==> config.mk <==
export PLATFORM = sky130hd
export DESIGN_NAME = kick_dispatch
export DESIGN_NICKNAME = d
export VERILOG_FILES = /design/src/rtl/kd_pkg.sv /design/src/rtl/kd_decode.sv /design/src/rtl/kd_tracker.sv /design/src/rtl/kd_launch.sv /design/src/rtl/kick_dispatch.sv
export SDC_FILE = /design/constraint.sdc
export NUM_CORES = 1
export LEC_CHECK = 0
export BUFFER_PORTS_ARGS = -buffer_cell sky130_fd_sc_hd__buf_2
export CORE_MARGIN = 5
export CORE_UTILIZATION = 42
export DETAILED_ROUTE_END_ITERATION = 8
export PLACE_DENSITY = 0.8
export SLEW_MARGIN = 0
export SYNTH_ARGS = -nofsm -noshare
export SYNTH_HDL_FRONTEND = slang
export SYNTH_SLANG_ARGS = --single-unit
export TNS_END_PERCENT = 50
==> constraint.sdc <==
create_clock -name clk -period 1.7 [get_ports clk]
set_input_delay 0.34 -clock clk [delete_from_list [all_inputs] [get_ports clk]]
set_output_delay 0.34 -clock clk [all_outputs]
set_load 0.01 [all_outputs]
==> src/rtl/kd_pkg.sv <==
package kd_pkg;
  localparam int          REG_IDX_W = 3;
  localparam logic [7:0]  OPC_BARRIER = 8'h02;

  typedef enum logic [1:0] {
    KIND_CPU     = 2'd0,
    KIND_KICK    = 2'd1,
    KIND_BARRIER = 2'd2
  } word_kind_e;

  // Class of a word from its opcode byte.
  function automatic word_kind_e classify(input logic [7:0] opc);
    if (opc[0])                 return KIND_KICK;
    else if (opc == OPC_BARRIER) return KIND_BARRIER;
    else                        return KIND_CPU;
  endfunction

  // Pipeline index carried by a kick word.
  function automatic logic [2:0] pipe_field(input logic [7:0] opc);
    return opc[3:1];
  endfunction

  // General-register index in the second byte.
  function automatic logic [REG_IDX_W-1:0] reg_field(input logic [7:0] op2);
    return op2[REG_IDX_W-1:0];
  endfunction
endpackage

==> src/rtl/kd_decode.sv <==
module kd_decode #(
  parameter int NUM_PIPES = 4
) (
  input  logic [15:0]                 word_lo,
  input  logic                        issue,
  output logic [NUM_PIPES-1:0]        kick_want,
  output logic                        barrier_req,
  output logic [kd_pkg::REG_IDX_W-1:0] reg_idx
);
  import kd_pkg::*;

  word_kind_e kind;
  logic [2:0] pidx;

  always_comb begin
    kind        = classify(word_lo[7:0]);
    pidx        = pipe_field(word_lo[7:0]);
    reg_idx     = reg_field(word_lo[15:8]);
    barrier_req = issue && (kind == KIND_BARRIER);
  end

  // One select line per implemented pipeline; higher indices match none.
  for (genvar g = 0; g < NUM_PIPES; g++) begin : g_sel
    assign kick_want[g] = issue && (kind == KIND_KICK) && (pidx == 3'(g));
  end
endmodule

==> src/rtl/kd_tracker.sv <==
module kd_tracker #(
  parameter int NUM_PIPES = 4
) (
  input  logic                 clk,
  input  logic                 rst_n,
  input  logic [NUM_PIPES-1:0] launch,
  input  logic [NUM_PIPES-1:0] done,
  output logic [NUM_PIPES-1:0] busy,
  output logic [NUM_PIPES-1:0] pending
);
  for (genvar g = 0; g < NUM_PIPES; g++) begin : g_pipe
    logic busy_q;
    always_ff @(posedge clk) begin
      if (!rst_n)         busy_q <= 1'b0;
      else if (launch[g]) busy_q <= 1'b1;   // a launch wins over a done
      else if (done[g])   busy_q <= 1'b0;
    end
    assign busy[g]    = busy_q;
    assign pending[g] = busy_q && !done[g];
  end
endmodule

==> src/rtl/kd_launch.sv <==
module kd_launch #(
  parameter int NUM_PIPES = 4,
  parameter int ADDR_W    = 32
) (
  input  logic                 clk,
  input  logic                 rst_n,
  input  logic [NUM_PIPES-1:0] launch,
  input  logic [ADDR_W-1:0]    addr_in,
  output logic [NUM_PIPES-1:0] start,
  output logic [ADDR_W-1:0]    base
);
  always_ff @(posedge clk) begin
    if (!rst_n) begin
      start <= '0;
      base  <= '0;
    end else begin
      start <= launch;
      if (|launch) base <= addr_in;
    end
  end
endmodule

==> src/rtl/kick_dispatch.sv <==
module kick_dispatch #(
  parameter int NUM_PIPES = 4,
  parameter int ADDR_W    = 32
) (
  input  logic                          clk,
  input  logic                          rst_n,
  input  logic [31:0]                   instr_i,
  input  logic                          issue_i,
  output logic [kd_pkg::REG_IDX_W-1:0]  rf_raddr_o,
  input  logic [ADDR_W-1:0]             rf_rdata_i,
  input  logic [NUM_PIPES-1:0]          done_i,
  output logic [NUM_PIPES-1:0]          start_o,
  output logic [ADDR_W-1:0]             base_o,
  output logic                          stall_o
);
  // Named internal events, observed by the bound checker.
  logic [NUM_PIPES-1:0] kick_want;
  logic [NUM_PIPES-1:0] busy_w;
  logic [NUM_PIPES-1:0] pending_w;
  logic [NUM_PIPES-1:0] launch_w;
  logic [NUM_PIPES-1:0] kick_held;
  logic                 barrier_req;
  logic                 barrier_held;
  logic [15:0]          word_lo;

  assign word_lo = instr_i[15:0];

  kd_decode #(.NUM_PIPES(NUM_PIPES)) u_dec (
    .word_lo     (word_lo),
    .issue       (issue_i),
    .kick_want   (kick_want),
    .barrier_req (barrier_req),
    .reg_idx     (rf_raddr_o)
  );

  kd_tracker #(.NUM_PIPES(NUM_PIPES)) u_trk (
    .clk     (clk),
    .rst_n   (rst_n),
    .launch  (launch_w),
    .done    (done_i),
    .busy    (busy_w),
    .pending (pending_w)
  );

  assign kick_held    = kick_want & pending_w;
  assign launch_w     = kick_want & ~pending_w;
  assign barrier_held = barrier_req && (|pending_w);
  assign stall_o      = (|kick_held) || barrier_held;

  kd_launch #(.NUM_PIPES(NUM_PIPES), .ADDR_W(ADDR_W)) u_lch (
    .clk     (clk),
    .rst_n   (rst_n),
    .launch  (launch_w),
    .addr_in (rf_rdata_i),
    .start   (start_o),
    .base    (base_o)
  );
endmodule

-- Word-level counts from Yosys, hierarchy flattened
Cells that the tools add are included.
- register bits: 40
- latch bits: 0
- bits in writable memories: 0
- ROM bits: 0
- input bits: 71
- memories kept: 0
- add/sub/neg operators: 0
- multiply operators: 0
- div/mod/pow operators: 0
- $lt $le $gt $ge: 0
- equal/unequal tests: 6
- shift-type cells: 0
- multiplexer cells: 10
- bitwise gates (word level): 3
- reduce and logical (&&, ||, !) cells: 24
- operator list (kind ; count):
    OR reduction 4 bit ; 3
    logical AND 1 bit ; 11
    bitwise AND 4 bit ; 2
    == test 8 x 2 -> 1 bit (second input constant) ; 1
    2-to-1 mux 1 bit ; 8
    nonzero test 2 bit ; 4
    == test 3 x 2 -> 1 bit (second input constant) ; 2
    zero test 1 bit ; 4
    2-to-1 mux 2 bit ; 2
    inverter 4 bit ; 1
    == test 3 x 1 -> 1 bit (second input constant) ; 1
    zero test 3 bit ; 1
    == test 2 x 1 -> 1 bit (second input constant) ; 1
    == test 2 bit (second input constant) ; 1
    logical OR 1 bit ; 1

-- Longest topological paths before layout
- word-level depth: 9
- gate-level depth with buffers: 7

-- Cells and area by module
A second synthesis with hierarchy kept.
- cells, all modules: 185
- area total of the unflattened synthesis: 1742.9 um^2
- modules (own cells, without submodules) (module ; instances ; cells an instance ; area an instance (um^2) ; seq. area each (um^2)):
    kd_launch ; 1 ; 148 ; 1396.3 ; 720.7
    kd_tracker ; 1 ; 16 ; 195.2 ; 80.1
    kd_decode ; 1 ; 13 ; 87.6 ; 0.0
    kick_dispatch ; 1 ; 8 ; 63.8 ; 0.0

-- Least setup slack after synthesis
Ideal clock, no wire load.
- path kind: input to output
- start: input instr_i[0]
- end: output stall_o
- data arrival time: 1.479 ns
- data required time: 1.360 ns
- setup slack: -0.119 ns
- cell stages on the path: 4
- buffers on the path: 0
- path through: or4b_2 nor3_1 a32oi_1 o21ai_0
- longest elaborated chain between the ends: 9
- ends and longest elaborated chain (element ; line ; source):
    start, declared ; kick_dispatch.sv:7 ; input logic [31:0] instr_i,
    == test 8 x 2 -> 1 bit ; kd_pkg.sv:14 ; else if (opc == OPC_BARRIER) return KIND_BARRIER;
    2-to-1 mux 2 bit ; kd_pkg.sv:14 ;
    2-to-1 mux 2 bit * ; kd_pkg.sv:13 ; if (opc[0]) return KIND_KICK;
    == test 2 x 1 -> 1 bit ; kd_decode.sv:24 ; assign kick_want[g] = issue && (kind == KIND_KICK) && (pidx == 3'(g));
    logical AND 1 bit (2 in series) ; kd_decode.sv:24 ;
    bitwise AND 4 bit ; kick_dispatch.sv:45 ; assign kick_held = kick_want & pending_w;
    OR reduction 4 bit ; kick_dispatch.sv:48 ; assign stall_o = (|kick_held) || barrier_held;
    logical OR 1 bit * ; kick_dispatch.sv:48 ;
    end, declared ; kick_dispatch.sv:14 ; output logic stall_o
Every way passes the cells marked *; elsewhere a longest branch is shown, timed or not.

-- Worst setup path after layout
- start: register u_trk.g_pipe[3].busy_q
- end: output stall_o
- longest elaborated chain between the ends: 4
- ends and longest elaborated chain (element ; line ; source):
    start, declared ; kd_tracker.sv:12 ; logic busy_q;
    start signal, assigned ; kd_tracker.sv:14 ; if (!rst_n) busy_q <= 1'b0;
    start signal, assigned ; kd_tracker.sv:15 ; else if (launch[g]) busy_q <= 1'b1;
    start signal, assigned ; kd_tracker.sv:16 ; else if (done[g]) busy_q <= 1'b0;
    logical AND 1 bit * ; kd_tracker.sv:19 ; assign pending[g] = busy_q && !done[g];
    bitwise AND 4 bit or OR reduction 4 bit (tied branches) ; kick_dispatch.sv:45, kick_dispatch.sv:47 ;
    OR reduction 4 bit or logical AND 1 bit (tied branches) ; kick_dispatch.sv:48, kick_dispatch.sv:47 ;
    logical OR 1 bit * ; kick_dispatch.sv:48 ;
Marked as above.

==> metrics <==
status=finished, violations left; violated checks=setup timing; CTS Buf Count=5; critical path data arrival time=1610 ps; Crit. End Element=output pin; Syn Nets=261; Final Worst Setup Slack=-253 ps; slack of the worst reg-to-reg path=80 ps; Worst path slowest cell=or4_4; Reg-to-Reg Start=u_trk.g_pipe[3].busy_q; RSZ-0062 raised after global routing=true; Int Pwr=1.38 mW; CP required=1360 ps; global-route wire length before repair=6.24 mm; share of cells above drive strength 1=39.1%; WHS Endpoint=u_lch.base[26]; CTS tree=built; Ys Warns=0; CTS root buf=clkbuf_8; GR Overflow Total=0; IO Pins=111; Worst-path clk slew=70 ps; Reg-to-Reg End=u_lch.base[9]; post-layout minimum cycle time=1950 ps; Worst VDD drop=0.516 mV; CP max stage delay=520 ps; multi-input logic area=822 µm²; Clock Latency Late Sink=280 ps; Worst Min Path Start=rf_rdata_i[26]; largest net degree at the start of global routing=31; Hold Path Class=in2reg; ratio of final minimum period to clock period=115%; class of the most critical setup path=reg2out; switching part of the total=23.9%; Worst Setup Start Kind=flop; Slew headroom=72.1%; drt initial violations=51; switching pwr=433 µW; Clock H-tree levels=2; WL/cell=11.6 µm; crit-path cells=nand2b_1, inv_2, or4_4, a32oi_1, o21ai_1, buf_2; most common cell after layout, fill and taps aside=buf_2; DIE AREA=5430 µm²; Rows=23; Final ANT Viol Nets=0; Hold Crit Depth=3; worst-case reg-to-reg path depth=9; die height=73.7 µm; synthesized area per cell=8.98 µm²; number of setup violations in the final report=1; DR vias=1496; # clock sinks=40; area delta synth->final=35.0%; initial antenna violation count=0; final wirelength=3.78 mm; clock skew=3.91 ps; initial cell density of the core=42.9%; Final Max Slew Viols=0; Total GRT Usage=14.5%; static leakage=1.29 nW; Routability Congestion=0.855; PwrDens=785 nW/µm²; Fill cells=384; Max Root-Sink Buffers=2; Synth cell types=27; WHS=293 ps; f_max=512 MHz; #FFs+latches synth=40; core footprint=3970 µm²; Seq/Total Area, Yosys=47.0%; Vias/cell=4.59; Mapped Cells=190; number of global-route vias before repair=1450; drt first pass iters=4; Fin Setup TNS=-253 ps; Port Buf Inserts=83; most frequent cells in the layout=buf_2, nand2_1, dfxtp_1, mux2i_1, buf_4; maxcap violations=0; Clock power frac=31.6%; final hold violations=0; Comb pwr share=13.9%; Antenna Cells=0; Final #Nets=347; cell area after synthesis=1710 µm²; FF/Latch Area=801 µm²; chip width=73.7 µm; HPWL after DPL=2.84 mm; sequential share of power=54.4%; crit-path max FO=2; # DRC=0; Slew @ Worst Pin=418 ps
## repair_timing
action | in CTS | in global routing
setup buffers | 1 | 1
hold buffers | 0 | 0
resized for setup | 0 | 2
endpoints found under the setup margin | 1 | 1
pin swaps | 3 | 2
## flip-flops by register name, indices dropped and copies added (netlist names)
signal	count
u_trk.g_pipe.busy_q	4
u_lch.start	4
u_lch.base	32
## cell families (layout without fill, tap and decap cells)
kind of cell	Yosys count	after routing	synth area share (%)
compound gates	8	8	3.45
buf+inv	16	102	5.58
flops	40	40	47.0
mux	33	33	19.4
simple gates	93	93	24.7
## area by class of cell
class	instances	area share, %
Sequential cell	40	34.8
Timing Repair Buffer	94	23.3
Tap cell	50	2.72
Clock buffer	6	3.15
Multi-Input combinational cell	134	35.7
Inverter	1	0.163
Clock inverter	1	0.217
## worst max-delay path, delay by kind of cell (launching register included)
kind                   cells  cell delay (ps)
buffers and inverters      2              190
flip-flops                 1              300
AND/OR/NAND/NOR            2              610
AO/OA/AOI/OAI              2              230
## cells in the mapped netlist, drive strengths merged
library cell	number	area [µm²]
a21boi	1	11.3
a21oi	1	5.00
a32oi	1	8.76
and2	2	12.5
and3	1	6.26
and4bb	1	16.3
buf	7	61.3
clkbuf	8	30.0
dfxtp	40	801
inv	1	3.75
mux2i	33	330
nand2	70	263
nand2b	1	6.26
nand3	1	5.00
nor2	4	15.0
nor2b	5	31.3
nor3	5	41.3
o21a	3	22.5
o21ai	1	5.00
o22ai	1	6.26
or3	1	6.26
or4	1	7.51
or4b	1	10.0
## power by group through the flow
stage / clock network, mW / logic [mW] / registers, mW
3_3_place_gp: 0 / 0.248 / 1.00
6_report: 0.572 / 0.251 / 0.984
3_5_place_dp: 0 / 0.253 / 1.01
4_1_cts: 0.611 / 0.254 / 0.984
5_1_grt: 0.647 / 0.280 / 0.988
2_1_floorplan: 0 / 0.126 / 1.02
## stage by stage
stage	util [%]	total power [mW]	cell area, µm²	setup slack (ps)	std cells
final	58.0	1.81	2300	-253	326
after global routing	58.0	1.92	2300	-334	326
after CTS	57.7	1.85	2290	-280	325
after detailed placement	55.5	1.26	2210	-105	317
after global placement	55.5	1.25	2210	-111	317
after floorplan	-	1.15	1710	68.4	190
## how the worst max path moves through the flow
| stage | depth (start not counted) | end | slack [ps] | start |
|---|---|---|---|---|
| 2_1_floorplan | 4 | stall_o | 70 | instr_i[0] |
| 3_3_place_gp | 6 | stall_o | -110 | instr_i[0] |
| 3_5_place_dp | 6 | stall_o | -100 | instr_i[0] |
| 4_1_cts | 6 | stall_o | -280 | u_trk.g_pipe[3].busy_q |
| 5_1_grt | 6 | stall_o | -330 | u_trk.g_pipe[3].busy_q |
| 6_report | 6 | stall_o | -250 | u_trk.g_pipe[3].busy_q |
## per-layer routing
layer / vias up / part of all wire [%] / track usage [%]
li1: 785 / - / -
met1: 654 / 44 / 18.3
met2: 55 / 46 / 23.7
met3: 2 / 9.6 / 4.92
met4: 0 / 0.13 / 3.62
met5: - / 0 / 0
Note: power is estimated with default switching activity, not from simulation.
